### src/rtl/smb_alert_pkg.sv
package smb_alert_pkg;
  typedef enum logic [1:0] {
    PIN_INTR = 2'd0,
    PIN_CMP  = 2'd1,
    PIN_TACH = 2'd2
  } pin_mode_e;

  typedef enum logic [2:0] {
    ST_IDLE,
    ST_ADDR,
    ST_ACK_WAIT,
    ST_ACK,
    ST_TX,
    ST_MACK,
    ST_IGNORE
  } slv_state_e;
endpackage

### src/rtl/smb_line_sense.sv
module smb_line_sense (
  input  logic clk,
  input  logic rst_n,
  input  logic scl_i,
  input  logic sda_i,
  output logic scl_rise_o,
  output logic scl_fall_o,
  output logic start_o,
  output logic stop_o
);
  logic scl_q, sda_q;

  always_ff @(posedge clk or negedge rst_n) begin
    if (!rst_n) begin
      scl_q <= 1'b1;
      sda_q <= 1'b1;
    end else begin
      scl_q <= scl_i;
      sda_q <= sda_i;
    end
  end

  assign scl_rise_o = scl_i & ~scl_q;
  assign scl_fall_o = ~scl_i & scl_q;
  assign start_o    = scl_i & scl_q & sda_q & ~sda_i;
  assign stop_o     = scl_i & scl_q & ~sda_q & sda_i;
endmodule

### src/rtl/smb_idle_timer.sv
module smb_idle_timer #(
  parameter int TIMEOUT_CYC = 250000
) (
  input  logic clk,
  input  logic rst_n,
  input  logic busy_i,
  input  logic scl_i,
  output logic expire_o
);
  localparam int CW = $clog2(TIMEOUT_CYC + 1);
  localparam logic [CW-1:0] LAST = CW'(TIMEOUT_CYC - 1);

  logic [CW-1:0] cnt_q;
  logic          stalled;

  assign stalled  = busy_i & ~scl_i;
  assign expire_o = stalled & (cnt_q == LAST);

  always_ff @(posedge clk or negedge rst_n) begin
    if (!rst_n)                  cnt_q <= '0;
    else if (!stalled || expire_o) cnt_q <= '0;
    else                         cnt_q <= cnt_q + 1'b1;
  end
endmodule

### src/rtl/smb_alert_ctrl.sv
module smb_alert_ctrl
  import smb_alert_pkg::*;
#(
  parameter int STAT_W = 8
) (
  input  logic              clk,
  input  logic              rst_n,
  input  logic [1:0]        pin_mode_i,
  input  logic [STAT_W-1:0] stat_set_i,
  input  logic              stat_rd_i,
  input  logic              ara_done_i,
  output logic              alert_oe_o,
  output logic              mask_o,
  output logic              stat_empty_o
);
  logic [STAT_W-1:0] status_q;
  logic              flag_q, mask_q, new_bit;

  assign new_bit      = |stat_set_i;
  assign stat_empty_o = (status_q == '0);
  assign mask_o       = mask_q;

  always_ff @(posedge clk or negedge rst_n) begin
    if (!rst_n) begin
      status_q <= '0;
      flag_q   <= 1'b0;
      mask_q   <= 1'b0;
    end else begin
      status_q <= (status_q & ~{STAT_W{stat_rd_i}}) | stat_set_i;
      if (new_bit) flag_q <= 1'b1;
      if (new_bit)                          mask_q <= 1'b0;
      else if (ara_done_i && stat_empty_o)  mask_q <= 1'b1;
    end
  end

  always_comb begin
    unique case (pin_mode_i)
      PIN_INTR: alert_oe_o = flag_q & ~mask_q;
      PIN_CMP:  alert_oe_o = ~stat_empty_o;
      default:  alert_oe_o = 1'b0;
    endcase
  end
endmodule

### src/rtl/smb_alert_responder.sv
module smb_alert_responder
  import smb_alert_pkg::*;
#(
  parameter int         STAT_W      = 8,
  parameter logic [6:0] DEV_ADDR    = 7'h4C,
  parameter logic [6:0] ARA_ADDR    = 7'h0C,
  parameter int         TIMEOUT_CYC = 250000
) (
  input  logic              clk,
  input  logic              rst_n,
  input  logic              scl_i,
  input  logic              sda_i,
  output logic              sda_oe_o,
  input  logic [1:0]        pin_mode_i,
  input  logic [STAT_W-1:0] stat_set_i,
  input  logic              stat_rd_i,
  output logic              alert_oe_o
);
  localparam logic [7:0] TX_BYTE  = {DEV_ADDR, 1'b0};
  localparam logic [7:0] ARA_READ = {ARA_ADDR, 1'b1};

  logic       scl_rise, scl_fall, bus_start, bus_stop, tmo;
  logic       busy_w, mask_w, stat_empty_w, ara_done;
  logic       addr_hit;
  slv_state_e st_q;
  logic [2:0] bit_cnt_q;
  logic [7:0] rx_q, tx_q;
  logic       oe_q;

  smb_line_sense u_sense (
    .clk(clk), .rst_n(rst_n), .scl_i(scl_i), .sda_i(sda_i),
    .scl_rise_o(scl_rise), .scl_fall_o(scl_fall),
    .start_o(bus_start), .stop_o(bus_stop)
  );

  assign busy_w = (st_q != ST_IDLE);

  smb_idle_timer #(.TIMEOUT_CYC(TIMEOUT_CYC)) u_timer (
    .clk(clk), .rst_n(rst_n), .busy_i(busy_w), .scl_i(scl_i), .expire_o(tmo)
  );

  assign ara_done = (st_q == ST_MACK) & scl_rise;

  smb_alert_ctrl #(.STAT_W(STAT_W)) u_alert (
    .clk(clk), .rst_n(rst_n), .pin_mode_i(pin_mode_i),
    .stat_set_i(stat_set_i), .stat_rd_i(stat_rd_i), .ara_done_i(ara_done),
    .alert_oe_o(alert_oe_o), .mask_o(mask_w), .stat_empty_o(stat_empty_w)
  );

  // Address match also requires the alert to be live in interrupt mode.
  assign addr_hit = ({rx_q[6:0], sda_i} == ARA_READ) &&
                    (pin_mode_i == PIN_INTR) && alert_oe_o;

  always_ff @(posedge clk or negedge rst_n) begin
    if (!rst_n) begin
      st_q      <= ST_IDLE;
      bit_cnt_q <= '0;
      rx_q      <= '0;
      tx_q      <= '0;
      oe_q      <= 1'b0;
    end else if (bus_stop || tmo) begin
      st_q <= ST_IDLE;
      oe_q <= 1'b0;
    end else if (bus_start) begin
      st_q      <= ST_ADDR;
      bit_cnt_q <= '0;
      oe_q      <= 1'b0;
    end else begin
      unique case (st_q)
        ST_ADDR: if (scl_rise) begin
          rx_q <= {rx_q[6:0], sda_i};
          if (bit_cnt_q == 3'd7) begin
            st_q      <= addr_hit ? ST_ACK_WAIT : ST_IGNORE;
            bit_cnt_q <= '0;
          end else begin
            bit_cnt_q <= bit_cnt_q + 3'd1;
          end
        end
        ST_ACK_WAIT: if (scl_fall) begin
          oe_q <= 1'b1;
          st_q <= ST_ACK;
        end
        ST_ACK: if (scl_fall) begin
          oe_q      <= ~TX_BYTE[7];
          tx_q      <= {TX_BYTE[6:0], 1'b0};
          bit_cnt_q <= '0;
          st_q      <= ST_TX;
        end
        ST_TX: begin
          if (scl_rise && !oe_q && !sda_i) begin
            st_q <= ST_IGNORE;
          end else if (scl_fall) begin
            if (bit_cnt_q == 3'd7) begin
              oe_q <= 1'b0;
              st_q <= ST_MACK;
            end else begin
              oe_q      <= ~tx_q[7];
              tx_q      <= {tx_q[6:0], 1'b0};
              bit_cnt_q <= bit_cnt_q + 3'd1;
            end
          end
        end
        ST_MACK: if (scl_rise) st_q <= ST_IGNORE;
        default: ;
      endcase
    end
  end

  assign sda_oe_o = oe_q;
endmodule

### config.mk
export PLATFORM = sky130hd
export DESIGN_NAME = smb_alert_responder
export DESIGN_NICKNAME = d
export VERILOG_FILES = /design/src/rtl/smb_alert_pkg.sv /design/src/rtl/smb_line_sense.sv /design/src/rtl/smb_idle_timer.sv /design/src/rtl/smb_alert_ctrl.sv /design/src/rtl/smb_alert_responder.sv
export SDC_FILE = /design/constraint.sdc
export NUM_CORES = 1
export LEC_CHECK = 0
export CORE_MARGIN = 2
export CORE_UTILIZATION = 25
export CTS_BUF_LIST = sky130_fd_sc_hd__clkbuf_8
export DETAILED_ROUTE_END_ITERATION = 10
export PLACE_DENSITY = 0.44
export SLEW_MARGIN = 20
export SYNTH_ARGS = -nofsm -noshare
export SYNTH_HDL_FRONTEND = slang
export SYNTH_SLANG_ARGS = --single-unit
### constraint.sdc
create_clock -name clk -period 2.4 [get_ports clk]
set_input_delay 0.48 -clock clk [delete_from_list [all_inputs] [get_ports clk]]
set_output_delay 0.48 -clock clk [all_outputs]
set_load 0.05 [all_outputs]
* Word level (Yosys, flattened, before mapping)
Index checks and enable logic that the tools add are counted.
Storage, ports and cells: flip-flop bits (word level) 52, input bits 15, output and inout bits 2, word-level logic and storage cells 124
Operators by class: $add $sub $neg 2, equality and inequality tests 27, mux-type cells 37, bitwise logic cells 23, reductions and logical operators 24
Operators by type and width (count):
- $mux 3 | 18
- $mux 8 | 4
- $ne 4x4->1 const B | 6
- $add 18x1->18 const B | 1
- $eq 18x18->1 const B | 1
- $mux 18 | 1
- $pmux 8 s2 | 1
- $ne 3x3->1 const B | 5
- $pmux 3 s5 | 1
- $reduce_and 7->1 | 2
- $and 1x1->1 | 11
- $ne 5x5->1 const B | 2
- $eq 3x3->1 const B | 3
- $mux 1 | 9
- $not 1->1 | 9
- $pmux 3 s3 | 1
- $and 8x8->8 | 1
- $eq 8x5->1 const B | 1
- $logic_not 8->1 | 1
- $ne 2x2->1 const B | 4
- $not 8->8 | 1
- $or 8x8->8 | 1
- $reduce_and 8->1 | 1
- $reduce_or 8->1 | 1
- other kinds (18) | 27

* Depth between registers and ports, before layout
word-level depth 10, mapped depth 7, mapped depth without buffers 6

* By module
Synthesis repeated with hierarchy kept, for this count alone.
Second synthesis, totals: cells, all modules 243, area, all modules 2588.7 um^2
By module, submodules not included:
- smb_alert_responder | times used 1, cells each 107, area an instance 1154.9 um^2, seq. area each 450.4 um^2
- smb_idle_timer | times used 1, cells each 97, area an instance 943.4 um^2, seq. area each 450.4 um^2
- smb_alert_ctrl | times used 1, cells each 33, area an instance 405.4 um^2, seq. area each 250.2 um^2
- smb_line_sense | times used 1, cells each 6, area an instance 85.1 um^2, seq. area each 52.6 um^2

* Worst setup path after synthesis
No wires, ideal clock.
kind reg2reg, from register oe_q (netlist: sda_oe_o), to register st_q[0], setup time 0.079 ns, arrival time 1.861 ns, required time 2.321 ns, setup slack 0.460 ns, stages on the path, launching flop included 6, path buffers 0, clock period less this slack 1.940 ns, cell sequence dfrtp_1 > or4b_4 > nand3_1 > a32oi_1 > nor3_1 > mux2i_1
On the way: cells in the longest elaborated chain, start to end 7, elaborated cells between the ends (all ways) 10, classes of those cells eq/ne (2); mux (4); reduce/logical (4)
Ends and longest elaborated chain:
- from (decl) | line smb_alert_responder.sv:28 | logic oe_q;
- from (signal assigned) | line smb_alert_responder.sv:84 | oe_q <= ~TX_BYTE[7];
- from (signal assigned) | line smb_alert_responder.sv:97 | oe_q <= ~tx_q[7];
- $logic_not 1->1 * | line smb_alert_responder.sv:90 | if (scl_rise && !oe_q && !sda_i) begin
- $logic_and 1x1->1 * (2 in a row) | line smb_alert_responder.sv:90
- $mux 3 | line smb_alert_responder.sv:90
- $pmux 3 s5 | line smb_alert_responder.sv:69 | unique case (st_q)
- $mux 3 | line smb_alert_responder.sv:64 | end else if (bus_start) begin
- $mux 3 | line smb_alert_responder.sv:61 | end else if (bus_stop || tmo) begin
- to (signal assigned) | line smb_alert_responder.sv:73 | st_q <= addr_hit ? ST_ACK_WAIT : ST_IGNORE;
- to (decl) | line smb_alert_responder.sv:25 | slv_state_e st_q;
Mark *: on every way between the ends. The rest lies on a longest branch, timed or not. A chain may end at the register's enable or synchronous reset.

* Worst setup path after layout
from register u_alert.status_q[1], to output alert_oe_o
On the way: cells in the longest elaborated chain, start to end 3
Ends and longest elaborated chain:
- from (decl) | line smb_alert_ctrl.sv:16 | logic [STAT_W-1:0] status_q;
- from (signal assigned) | line smb_alert_ctrl.sv:29 | status_q <= (status_q & ~{STAT_W{stat_rd_i}}) | stat_set_i;
- $logic_not 8->1 | line smb_alert_ctrl.sv:20 | assign stat_empty_o = (status_q == '0);
- $not 1->1 | line smb_alert_ctrl.sv:39 | PIN_CMP: alert_oe_o = ~stat_empty_o;
- $pmux 1 s2 | line smb_alert_ctrl.sv:37 | unique case (pin_mode_i)
- to (decl) | line smb_alert_responder.sv:17 | output logic alert_oe_o
No other way between the ends.

==> impl_metrics.yaml <==
synth:
  synth_seq_cells: 48
  synth_flop_cell: "dfrtp_1"
  synth_fp_nets: 255
  yosysSeqAreaShare_pct: 49.1
  async_reset_ff_share_pct: 100
  yosysWarnings: 0
  syn-cell-area_um2: 2450
  ys_types: 49
  postSynthAreaPerCell_um2: 10.4
  synth_edf_count: 0
  syn_inst: 236
floorplanning:
  die_y_um: 103
  fp-row-count: 36
  num_io_pins: 17
  core_um2: 9640
  die-area_um2: 10600
  die_x_um: 103
  initial_core_util_pct: 25.4
clock_tree:
  cts_setup_buffers: 0
  cts_resized: 0
  clk_path_buf_depth: 2
  path_clk_slew_ns: 0.10
  clk_latency_ns: 0.30
  clock_sinks: 48
  root_buffer: "clkbuf_8"
  cts_max_level: 2
  ctsHoldBuffers: 0
  cts_tree: "yes"
  cts_made_buffers: 5
timing:
  hold_viol: 0
  finClkSkew_ns: 0.00503
  worst_slew_pin_slew_ns: 0.578
  max-slew-margin-rel_pct: 61.5
  min_period_over_period_pct: 90.0
  slew_violations: 0
  fin_crit_ns: 2.16
  final.setup.worst_slack_ns: 0.241
  setup_viol: 0
  rsz0062_at_grt: "false"
  fmax_mhz: 463
routing:
  wl_per_cell_um: 12.6
  drt_iter0_markers: 62
  drc_errors: 0
  vias_per_cell: 4.48
  final_antenna_net_count: 0
  routed_wl_um: 5130
  num_vias: 1820
  dr.pass1.iters: 6
worst_setup_path:
  critical-path-slowest-cell: "nor4_1"
  worstPathMaxFanout: 2
  required_ns: 1.92
  cp-start-kind: "register"
  crit_family: "simple AND/OR/NAND/NOR gates"
  crit_path_cell_trace: "nor4_1 -> nand2_1 -> a21oi_1 -> nor2_1 -> buf_12"
  worstSetupPathType: "reg2out"
  cpPeakStageDelay_ns: 0.43
  arrival_ns: 1.68
  cp_num_buf_inv: 1
  crit_path_end_kind: "primary output"
grt:
  grt_pass1_wl_um: 9340
  grt_max_degree: 27
  grt_pass1_vias: 1906
  track_usage_pct: 11.0
  antenna_found_initial: 0
  overflow: 0
power:
  power_density_nw_per_um2: 825
  p_leak_nw: 1.27
  peakVddDrop_mv: 0.224
  p_total_mw: 2.46
place:
  dp_hpwl_um: 3780
  place_ws_ns: -0.0615
  gp_congestion: 0.787
  port_buffers: 16
  place_area_um2: 2890
layout:
  nNetsFinal: 291
  n_antenna_cell: 0
  drive_above_1_share_pct: 17.6
  design_area_um2: 2980
  syn_to_final_growth_pct: 21.8
run:
  maxCapViolations: 0
run_status:
  status: "finished clean"
min_path:
  min_path_type: "in2async"
==> area by class of cell <==
class,instances,area (um^2)
clock buffer,5,68.8
clock inverter,3,21.3
fill,1010,6660
inverter,9,33.8
multi-input combinational,173,1180
sequential,48,1200
tap,133,166
timing repair buffer,35,308
==> sequential cells by signal, indices dropped and copies added, names as in the netlist <==
register          cells
tx_q                  4
u_sense.sda_q         1
rx_q                  7
u_alert.status_q      8
u_alert.flag_q        1
u_sense.scl_q         1
st_q                  3
sda_oe_o              1
u_alert.mask_o        1
u_timer.cnt_q        18
bit_cnt_q             3
==> metrics by stage <==
| stage | utilization (%) | setup TNS [ns] | cells | hold slack, ns |
|---|---|---|---|---|
| 2_1_floorplan | - | 0 | 236 | 0.184 |
| 3_3_place_gp | 30.0 | 0 | 398 | 0.450 |
| 3_5_place_dp | 30.0 | -0.153 | 398 | 0.445 |
| 4_1_cts | 30.9 | 0 | 406 | 0.181 |
| 5_1_grt | 30.9 | 0 | 406 | 0.203 |
| 6_report | 30.9 | 0 | 406 | 0.169 |
==> cell usage after synthesis, types with 5 or more instances <==
master   number  share of area (%)
nor4_1        6                1.5
a21oi_1       8                1.6
dfrtp_1      46                 47
inv_1         9                1.4
mux2_2       10                4.6
nand2_1      17                2.6
nand3_1       8                1.6
xor2_1       11                3.9
a21o_1        8                2.5
mux2i_1       6                2.5
xnor2_1       5                1.8
o21ai_0       6                1.2
nor2_1       28                4.3
nor3_1        6                1.2
==> where the power goes <==
part / total (mW) / internal (mW) / switching [mW] / leakage [nW]
clock: 0.498 / 0.207 / 0.291 / 0.0445
sequential: 1.07 / 0.945 / 0.125 / 0.607
combinational: 0.892 / 0.435 / 0.457 / 0.619
==> kinds of logic after synthesis <==
logic type / Yosys count / synth area share, %
buffers and inverters: 15 / 2.66
adder cells (fa/ha/maj): 4 / 2.04
AND/OR/NAND/NOR: 101 / 23.3
XOR/XNOR: 16 / 5.72
multiplexers: 17 / 7.66
flip-flops: 48 / 49.1
AO/OA/AOI/OAI: 35 / 9.50
==> routing by layer <==
metal / GRT usage (%) / up-vias / wire [um]
met1: 14.4 / 874 / 2530
met2: 18.2 / 21 / 2380
li1: - / 920 / -
met3: 3.19 / 5 / 177
met5: 0 / - / 0
met4: 2.43 / 0 / 38
==> path summary, 6_finish.rpt <==
| kind | start | end | slack, ns | cells past startpoint |
|---|---|---|---|---|
| max | u_alert.status_q[1] | alert_oe_o | 0.24 | 5 |
| max in group asynchronous | rst_n | st_q[2] | 1.63 | 2 |
| min in group clk | u_timer.cnt_q[0] | u_timer.cnt_q[0] | 0.46 | 1 |
| max reg2reg | st_q[0] | bit_cnt_q[2] | 0.27 | 5 |
| min reg2reg | u_timer.cnt_q[0] | u_timer.cnt_q[0] | 0.46 | 1 |
| min | rst_n | u_timer.cnt_q[17] | 0.17 | 1 |
==> layout by cell type (no fill, tap or decap), types with 5 or more instances in the layout <==
cell type / n
mux2_2: 10
clkdlybuf4s50_1: 14
mux2i_1: 6
nor3_1: 6
xnor2_1: 5
nand2_1: 17
nand3_1: 8
o21ai_0: 6
clkbuf_8: 5
inv_1: 9
buf_4: 19
a21oi_1: 8
nor4_1: 6
a21o_1: 8
xor2_1: 11
nor2_1: 28
dfrtp_1: 46
==> worst register-to-register path: cells and delay by family (launching register included) <==
family | cells | cell delay, ns
and+or+nand+nor | 2 | 0.89
DFF | 1 | 0.53
muxes | 1 | 0.38
AOI/OAI and AO/OA | 2 | 0.23
Power figures use the tool's default switching activity.
